**config.mk**
```make
export PLATFORM = sky130hd
export DESIGN_NAME = mode_timer
export DESIGN_NICKNAME = d
export VERILOG_FILES = /design/src/rtl/mode_timer_pkg.sv /design/src/rtl/mt_edge_sync.sv /design/src/rtl/mt_tick_sel.sv /design/src/rtl/mt_counter.sv /design/src/rtl/mt_capture.sv /design/src/rtl/mode_timer.sv
export SDC_FILE = /design/constraint.sdc
export NUM_CORES = 1
export LEC_CHECK = 0
export BUFFER_PORTS_ARGS = -buffer_cell sky130_fd_sc_hd__buf_2
export CORE_MARGIN = 2
export CORE_UTILIZATION = 50
export CTS_BUF_LIST = sky130_fd_sc_hd__clkbuf_8 sky130_fd_sc_hd__clkbuf_16
export DETAILED_ROUTE_END_ITERATION = 6
export PLACE_DENSITY = 0.69
export SYNTH_ARGS = -nofsm -noshare
export SYNTH_HDL_FRONTEND = slang
export SYNTH_SLANG_ARGS = --single-unit
```
**constraint.sdc**
```tcl
create_clock -name clk -period 4.9 [get_ports clk]
set_input_delay 0.49 -clock clk [delete_from_list [all_inputs] [get_ports clk]]
set_output_delay 0.49 -clock clk [all_outputs]
set_load 0.05 [all_outputs]
```
**src/rtl/mode_timer_pkg.sv**
```systemverilog
package mode_timer_pkg;

  typedef enum logic [2:0] {
    RA_CNT_LO = 3'd0,
    RA_CNT_HI = 3'd1,
    RA_CMP_A  = 3'd2,
    RA_CMP_B  = 3'd3,
    RA_CTRL   = 3'd4,
    RA_FLAGS  = 3'd5,
    RA_CAP_LO = 3'd6,
    RA_CAP_HI = 3'd7
  } reg_addr_e;

  typedef struct packed {
    logic       cap_en;
    logic       wide;
    logic       wgm;
    logic [2:0] csel;
  } ctrl_t;

  localparam int unsigned CTRL_W  = $bits(ctrl_t);
  localparam int unsigned FLG_OVF = 0;
  localparam int unsigned FLG_CMP = 1;
  localparam int unsigned FLG_CAP = 2;

  // Clear-on-compare only without capture enable; reserved codes fall to normal.
  function automatic logic is_ctc(input ctrl_t c);
    return !c.cap_en && c.wgm;
  endfunction

endpackage

```
**src/rtl/mt_edge_sync.sv**
```systemverilog
module mt_edge_sync #(
  parameter int unsigned STAGES = 2
) (
  input  logic clk,
  input  logic rst_n,
  input  logic din,
  output logic rise,
  output logic fall
);
  logic [STAGES:0] sh_q;

  always_ff @(posedge clk or negedge rst_n) begin
    if (!rst_n) sh_q <= '0;
    else        sh_q <= {sh_q[STAGES-1:0], din};
  end

  assign rise = sh_q[STAGES-1] & ~sh_q[STAGES];
  assign fall = ~sh_q[STAGES-1] & sh_q[STAGES];
endmodule

```
**src/rtl/mt_tick_sel.sv**
```systemverilog
module mt_tick_sel #(
  parameter int unsigned N_TAPS = 4,
  parameter int unsigned SYNC_STAGES = 2
) (
  input  logic              clk,
  input  logic              rst_n,
  input  logic [2:0]        csel,
  input  logic [N_TAPS-1:0] taps,
  input  logic              ext_in,
  output logic              tick
);
  localparam int unsigned N_SRC  = 8;
  localparam int unsigned TAP_LO = 2;
  localparam int unsigned TAP_SLOTS = 4;

  logic             ext_rise;
  logic             ext_fall;
  logic [N_SRC-1:0] src;

  mt_edge_sync #(.STAGES(SYNC_STAGES)) u_ext (
    .clk  (clk),
    .rst_n(rst_n),
    .din  (ext_in),
    .rise (ext_rise),
    .fall (ext_fall)
  );

  assign src[0] = 1'b0;
  assign src[1] = 1'b1;
  assign src[6] = ext_fall;
  assign src[7] = ext_rise;

  for (genvar g = 0; g < TAP_SLOTS; g++) begin : g_tap
    if (g < N_TAPS) begin : g_on
      assign src[g+TAP_LO] = taps[g];
    end else begin : g_off
      assign src[g+TAP_LO] = 1'b0;
    end
  end

  assign tick = src[csel];

  AST_TICK_OFF_WHEN_STOPPED: assert property (@(posedge clk) disable iff (!rst_n)
    (csel == 3'd0) |-> !tick);
endmodule

```
**src/rtl/mt_counter.sv**
```systemverilog
module mt_counter #(
  parameter int unsigned BW = 8
) (
  input  logic            clk,
  input  logic            rst_n,
  input  logic            wide,
  input  logic            ctc,
  input  logic            tick,
  input  logic            wr_lo,
  input  logic            wr_hi,
  input  logic [BW-1:0]   wdata,
  input  logic [BW-1:0]   cmp_a,
  input  logic [BW-1:0]   cmp_b,
  input  logic            clr_ovf,
  input  logic            clr_cmp,
  output logic [2*BW-1:0] count,
  output logic            ovf_flag,
  output logic            cmp_flag
);
  localparam int unsigned CW = 2 * BW;

  logic [CW-1:0] cnt_q, cnt_d, act, top_val, max_val;
  logic          at_max, at_top, cpu_wr, ovf_set, cmp_set;
  logic          ovf_q, ovf_d, cmp_q, cmp_d;

  always_comb begin
    cpu_wr  = wr_lo | wr_hi;
    max_val = wide ? {CW{1'b1}} : {{BW{1'b0}}, {BW{1'b1}}};
    act     = wide ? cnt_q : {{BW{1'b0}}, cnt_q[BW-1:0]};
    if (ctc) top_val = wide ? {cmp_b, cmp_a} : {{BW{1'b0}}, cmp_a};
    else     top_val = max_val;
    at_max  = (act == max_val);
    at_top  = (act == top_val);
    cnt_d   = cnt_q;
    ovf_set = 1'b0;
    cmp_set = 1'b0;
    if (cpu_wr) begin
      if (wr_lo) cnt_d[BW-1:0]  = wdata;
      if (wr_hi) cnt_d[CW-1:BW] = wdata;
    end else if (tick) begin
      if (wide) cnt_d = (at_max || at_top) ? '0 : cnt_q + CW'(1);
      else      cnt_d[BW-1:0] = (at_max || at_top) ? '0 : cnt_q[BW-1:0] + BW'(1);
      ovf_set = at_max;
      cmp_set = ctc && at_top;
    end
    ovf_d = (ovf_q & ~clr_ovf) | ovf_set;
    cmp_d = (cmp_q & ~clr_cmp) | cmp_set;
  end

  always_ff @(posedge clk or negedge rst_n) begin
    if (!rst_n) begin
      cnt_q <= '0;
      ovf_q <= 1'b0;
      cmp_q <= 1'b0;
    end else begin
      cnt_q <= cnt_d;
      ovf_q <= ovf_d;
      cmp_q <= cmp_d;
    end
  end

  assign count    = cnt_q;
  assign ovf_flag = ovf_q;
  assign cmp_flag = cmp_q;

  AST_COUNT_HOLDS: assert property (@(posedge clk) disable iff (!rst_n)
    (!tick && !wr_lo && !wr_hi) |=> $stable(count));
  AST_CPU_WRITE_WINS: assert property (@(posedge clk) disable iff (!rst_n)
    wr_lo |=> (count[BW-1:0] == $past(wdata)));
  AST_OVF_AT_MAX: assert property (@(posedge clk) disable iff (!rst_n)
    (tick && !wr_lo && !wr_hi && at_max) |=> (ovf_flag && count[BW-1:0] == '0));
  AST_CTC_RESTART: assert property (@(posedge clk) disable iff (!rst_n)
    (tick && !wr_lo && !wr_hi && ctc && at_top) |=> (cmp_flag && count[BW-1:0] == '0));
  AST_FLAG_W1C: assert property (@(posedge clk) disable iff (!rst_n)
    (clr_ovf && !ovf_set) |=> !ovf_flag);
endmodule

```
**src/rtl/mt_capture.sv**
```systemverilog
module mt_capture #(
  parameter int unsigned CW = 16
) (
  input  logic          clk,
  input  logic          rst_n,
  input  logic          cap_mode,
  input  logic          cap_edge,
  input  logic [CW-1:0] count,
  input  logic          clr_cap,
  output logic [CW-1:0] cap_val,
  output logic          cap_flag
);
  logic [CW-1:0] val_q, val_d;
  logic          flg_q, flg_d, take;

  always_comb begin
    take  = cap_mode & cap_edge;
    val_d = take ? count : val_q;
    flg_d = (flg_q & ~clr_cap) | take;
  end

  always_ff @(posedge clk or negedge rst_n) begin
    if (!rst_n) begin
      val_q <= '0;
      flg_q <= 1'b0;
    end else begin
      val_q <= val_d;
      flg_q <= flg_d;
    end
  end

  assign cap_val  = val_q;
  assign cap_flag = flg_q;

  AST_CAPTURE_LATCH: assert property (@(posedge clk) disable iff (!rst_n)
    (cap_mode && cap_edge) |=> (cap_val == $past(count) && cap_flag));
  AST_CAPTURE_IDLE: assert property (@(posedge clk) disable iff (!rst_n)
    !cap_mode |=> $stable(cap_val));
endmodule

```
**src/rtl/mode_timer.sv**
```systemverilog
module mode_timer
  import mode_timer_pkg::*;
#(
  parameter int unsigned BW          = 8,
  parameter int unsigned N_TAPS      = 4,
  parameter int unsigned SYNC_STAGES = 2,
  parameter bit          CAP_ON_RISE = 1'b1
) (
  input  logic              clk,
  input  logic              rst_n,
  input  logic              wr_en,
  input  logic [2:0]        addr,
  input  logic [BW-1:0]     wdata,
  output logic [BW-1:0]     rdata,
  input  logic [N_TAPS-1:0] tap_tick,
  input  logic              ext_clk_in,
  input  logic              cap_in,
  output logic              irq_ovf,
  output logic              irq_cmp,
  output logic              irq_cap
);
  localparam int unsigned CW = 2 * BW;

  logic [1:0]    rst_pipe;
  logic          rst_int_n;
  ctrl_t         ctrl_q, ctrl_d;
  logic [BW-1:0] cmp_a_q, cmp_a_d, cmp_b_q, cmp_b_d;
  logic          tick, cap_rise, cap_fall, cap_edge;
  logic [CW-1:0] count, cap_val;
  logic          ovf_flag, cmp_flag, cap_flag;
  logic          wr_lo, wr_hi, wr_flags;
  reg_addr_e     ra;

  always_ff @(posedge clk or negedge rst_n) begin
    if (!rst_n) rst_pipe <= '0;
    else        rst_pipe <= {rst_pipe[0], 1'b1};
  end
  assign rst_int_n = rst_pipe[1];

  always_comb begin
    ra       = reg_addr_e'(addr);
    wr_lo    = wr_en && (ra == RA_CNT_LO);
    wr_hi    = wr_en && (ra == RA_CNT_HI);
    wr_flags = wr_en && (ra == RA_FLAGS);
    ctrl_d   = ctrl_q;
    cmp_a_d  = cmp_a_q;
    cmp_b_d  = cmp_b_q;
    if (wr_en && ra == RA_CTRL)  ctrl_d  = ctrl_t'(wdata[CTRL_W-1:0]);
    if (wr_en && ra == RA_CMP_A) cmp_a_d = wdata;
    if (wr_en && ra == RA_CMP_B) cmp_b_d = wdata;
  end

  always_ff @(posedge clk or negedge rst_int_n) begin
    if (!rst_int_n) begin
      ctrl_q  <= '0;
      cmp_a_q <= '0;
      cmp_b_q <= '0;
    end else begin
      ctrl_q  <= ctrl_d;
      cmp_a_q <= cmp_a_d;
      cmp_b_q <= cmp_b_d;
    end
  end

  mt_tick_sel #(.N_TAPS(N_TAPS), .SYNC_STAGES(SYNC_STAGES)) u_tick (
    .clk   (clk),
    .rst_n (rst_int_n),
    .csel  (ctrl_q.csel),
    .taps  (tap_tick),
    .ext_in(ext_clk_in),
    .tick  (tick)
  );

  mt_counter #(.BW(BW)) u_cnt (
    .clk     (clk),
    .rst_n   (rst_int_n),
    .wide    (ctrl_q.wide),
    .ctc     (is_ctc(ctrl_q)),
    .tick    (tick),
    .wr_lo   (wr_lo),
    .wr_hi   (wr_hi),
    .wdata   (wdata),
    .cmp_a   (cmp_a_q),
    .cmp_b   (cmp_b_q),
    .clr_ovf (wr_flags && wdata[FLG_OVF]),
    .clr_cmp (wr_flags && wdata[FLG_CMP]),
    .count   (count),
    .ovf_flag(ovf_flag),
    .cmp_flag(cmp_flag)
  );

  mt_edge_sync #(.STAGES(SYNC_STAGES)) u_cap_sync (
    .clk  (clk),
    .rst_n(rst_int_n),
    .din  (cap_in),
    .rise (cap_rise),
    .fall (cap_fall)
  );

  if (CAP_ON_RISE) begin : g_cap_rise
    assign cap_edge = cap_rise;
  end else begin : g_cap_fall
    assign cap_edge = cap_fall;
  end

  mt_capture #(.CW(CW)) u_cap (
    .clk     (clk),
    .rst_n   (rst_int_n),
    .cap_mode(ctrl_q.cap_en),
    .cap_edge(cap_edge),
    .count   (count),
    .clr_cap (wr_flags && wdata[FLG_CAP]),
    .cap_val (cap_val),
    .cap_flag(cap_flag)
  );

  always_comb begin
    unique case (ra)
      RA_CNT_LO: rdata = count[BW-1:0];
      RA_CNT_HI: rdata = count[CW-1:BW];
      RA_CMP_A:  rdata = cmp_a_q;
      RA_CMP_B:  rdata = cmp_b_q;
      RA_CTRL:   rdata = BW'(ctrl_q);
      RA_FLAGS:  rdata = BW'({cap_flag, cmp_flag, ovf_flag});
      RA_CAP_LO: rdata = cap_val[BW-1:0];
      default:   rdata = cap_val[CW-1:BW];
    endcase
  end

  assign irq_ovf = ovf_flag;
  assign irq_cmp = cmp_flag;
  assign irq_cap = cap_flag;

  AST_IRQ_FOLLOWS_FLAGS: assert property (@(posedge clk) disable iff (!rst_int_n)
    (wr_flags && wdata[FLG_CMP] && !tick) |=> !irq_cmp);
endmodule

```
==> impl_results.md <==
* Total gr overflow at 0
* Crit. Startpoint: ctrl_q[5]
* Number of core rows at 32
* Status: completed
* Slew headroom at 17.78%
* Max-slew violation count at 0
* Worst setup margin at 1609 ps
* Endpoints failing hold at 0
* Antenna diode count at 0
* Critical-path cell list: nand2b_1, or4_1, a221oi_4, a21oi_2, a311o_1
* Dpl hpwl at 7.729 mm
* Cell total after placement at 534
* Areal power density over the cells at 529.2 nW/um2
* Synth Net Count at 455
* Leakage at 1.855 nW
* Die width at 93.74 um
* Top Ports at 31
* Nets at 465
* Worst r2r src: ctrl_q[5]
* GPL Wtd Cong at 0.8902
* Largest net degree at the start of global routing at 64
* Syn-to-layout area delta at 9.323%
* Post-DR vias/cell at 6.475
* Switching share of power at 41.81%
* Most common cell after layout, fill and taps aside: nand2_1
* Combinational share of power at 37.2%
* Synthesized flop and latch total at 65
* PortBufs at 30
* Crit path arrival time at 3530 ps
* TritonCTS Buffers at 9
* Final Routed Wirelength at 11.33 mm
* Sequential share of the synthesized area at 40.40%
* Switching pwr at 0.9739 mW
* Sequential cell area at 1628 um2
* Routed length per instance at 20.57 um
* Total number of yosys warnings at 0
* Ys async rst share at 100.0%
* Crit Path Max Fanout at 18
* Max clock buf depth at 2
* Clk_skew at 10.95 ps
* Total Routing Usage GR at 27.83%
* Delay-heaviest family, CP: compound AO/OA/AOI/OAI gates
* Cell Area, Synth at 4026 um2
* Core area at 7767 um2
* Area post-placement at 4163 um2
* Sum Neg Setup Slack at 0 ps
* Vias at 3,568
* Reg power frac at 40.5%
* Worst hold path class: primary input to register
* Clock power share at 22.3%
* Max Cap Viol at 0
* Chip height at 93.74 um
* # setup viols final at 0
* Main flop type after synthesis: dfrtp_1
* First-pass GRT wire length at 18.56 mm
* WS Path Type: register to register
* Worst setup SP type: register
* Most frequent cells in the layout: nand2_1 (66), dfrtp_1 (64), o21ai_0 (32), mux2_2 (32), buf_2 (30)
* DR DRC count at 0
* Design area at 4402 um2
* Number of H-tree levels at 3
* Worst Hold Launch: cap_in
* Worst slew pin tran at 1223 ps
* Non-filler cells, final at 551
* Die ar. at 8786 um2
* Post-Route Utilization at 56.67%
* Clock Sinks at 65
* Crit-path max cell delay at 780 ps
* Max rail drop VDD at 0.2652 mV
* Post-Syn Instances at 434
* Reg clk slew, reported paths at 70 ps
* Clock Tree Root: clkbuf_8
* Initial DRC Count at 369
* CP Buf/Inv Count at 0
* Slowest stage cell, crit path: a221oi_4
* Post-DRT Antenna Nets at 0
* Worst endpoint required time at 5140 ps
* TritonCTS clock tree: built
* Yosys cell types at 62
* Multi-input logic area at 2175 um2
* Fill cells at 696
* Initial antenna violation count at 0
* Initial core utilization at 51.84%
* Clock Latency Late Sink at 350 ps
* Vias in the first global route at 3,347
* Layout cells sized above 1 at 20.04%
* Detailed Routing Iterations Pass 1 at 5
* Part of the cycle the worst path needs at 67.17%
* Post-synth EDFFs at 0
* RSZ-0062 raised after global routing: no
* Syn Area/Cell at 9.277 um2
* Place WS at 1639 ps
* Post-CTS Setup Bufs at 0
* Fmax at 303.8 MHz
* Period minus WS final at 3291 ps
* Internal power at 1.356 mW
* CP endpoint kind: register
final cells by class:
cell class / instances / share of cell area, %
clock buffers: 10 / 3.127
multi-input cells: 318 / 49.40
flip-flops and latches: 65 / 36.98
inverters: 16 / 1.364
repair buffers: 34 / 4.150
well taps: 102 / 2.899
clock inverters: 6 / 2.075
state kept, by name (all words and copies together), names as in the netlist:
| signal | cells |
|---|---|
| cmp_a_q | 8 |
| cmp_b_q | 8 |
| ctrl_q | 6 |
| rst_pipe | 2 |
| u_cap.cap_flag | 1 |
| u_cap.cap_val | 16 |
| u_cap_sync.sh_q | 3 |
| u_cnt.cmp_flag | 1 |
| u_cnt.count | 16 |
| u_cnt.ovf_flag | 1 |
| u_tick.u_ext.sh_q | 3 |
cell families after synthesis:
| family | after synthesis | share of synthesized area, % |
|---|---|---|
| buffers and inverters | 51 | 5.594 |
| adder cells (fa/ha/maj) | 1 | 0.3107 |
| other | 1 | 0.09314 |
| XOR/XNOR | 8 | 1.740 |
| AO/OA/AOI/OAI | 118 | 21.26 |
| AND/OR/NAND/NOR | 152 | 19.24 |
| flip-flops | 65 | 40.40 |
| multiplexers | 38 | 11.37 |
routing by layer:
metal  routed length (um)  global-route usage, %
met1                 5066                  39.58
met2                 5205                  42.74
met3                  828                  5.457
met4                  233                  9.179
met5                    0                      0
final timing paths:
path / end / slack, ps / depth (start not counted)
min in group asynchronous: u_cap_sync.sh_q[1] / 430 / 1
max in group asynchronous: u_cnt.count[8] / 3920 / 1
min: u_cap_sync.sh_q[0] / 240 / 1
min reg2reg: rst_pipe[1] / 350 / 0
max: u_cnt.count[4] / 1610 / 5
max reg2reg: u_cnt.count[4] / 1610 / 5
synth_stat cells (2+ instances only):
cell type  number  area (um2)
a211oi_1       17       127.6
a21o_1          2       15.01
a21oi_1        17       85.08
a221oi_1        3       26.28
a22o_1          2       17.52
a22oi_1         2       15.01
a311o_1        13       130.1
a311oi_1        5       43.79
a31oi_1         3       18.77
a32o_1          2       20.02
and2_1          3       18.77
and3_1          6       37.54
and4_1          3       26.28
buf_2           6       30.03
buf_6           3       33.78
clkbuf_1       24       90.09
dfrtp_1        65        1627
inv_1          16       60.06
mux2_2         32       360.4
mux2i_1         3       30.03
mux4_2          3       67.56
nand2_1        66       247.7
nand2b_1        3       18.77
nand3_1        21       105.1
nand3b_1        3       22.52
nand4_1         3       18.77
nor2_1         15       56.30
nor2b_1         3       18.77
nor3_1          3       15.01
nor4_1          4       25.02
nor4b_1         2       17.52
o21ai_0        32       160.2
o21ai_1         2       10.01
o22a_1          3       26.28
o31ai_1         2       15.01
or3_1           4       25.02
or4_1           2       15.01
or4b_1          6       60.06
xnor2_1         2       17.52
xor2_1          6       52.55
power by group through the flow:
| stage | registers [mW] | logic [mW] | clock network, mW |
|---|---|---|---|
| after detailed placement | 0.946 | 0.857 | 0 |
| after CTS | 0.935 | 0.861 | 0.530 |
| after floorplan | 0.824 | 0.755 | 0 |
| after global routing | 0.967 | 0.961 | 0.547 |
| final | 0.943 | 0.868 | 0.519 |
| after global placement | 0.941 | 0.838 | 0 |
timing repair:
item,4_1_cts,5_1_grt
hold buffers,1,0
hold endpoints to repair,2,0
gates resized for setup,0,0
stage by stage:
stage	hold slack (ps)	total power [mW]
3_5_place_dp	276.7	1.803
2_1_floorplan	194.4	1.579
6_report	240.5	2.329
3_3_place_gp	274.8	1.779
4_1_cts	230.2	2.326
5_1_grt	234.0	2.476
Note: power is estimated with default switching activity, not from simulation.
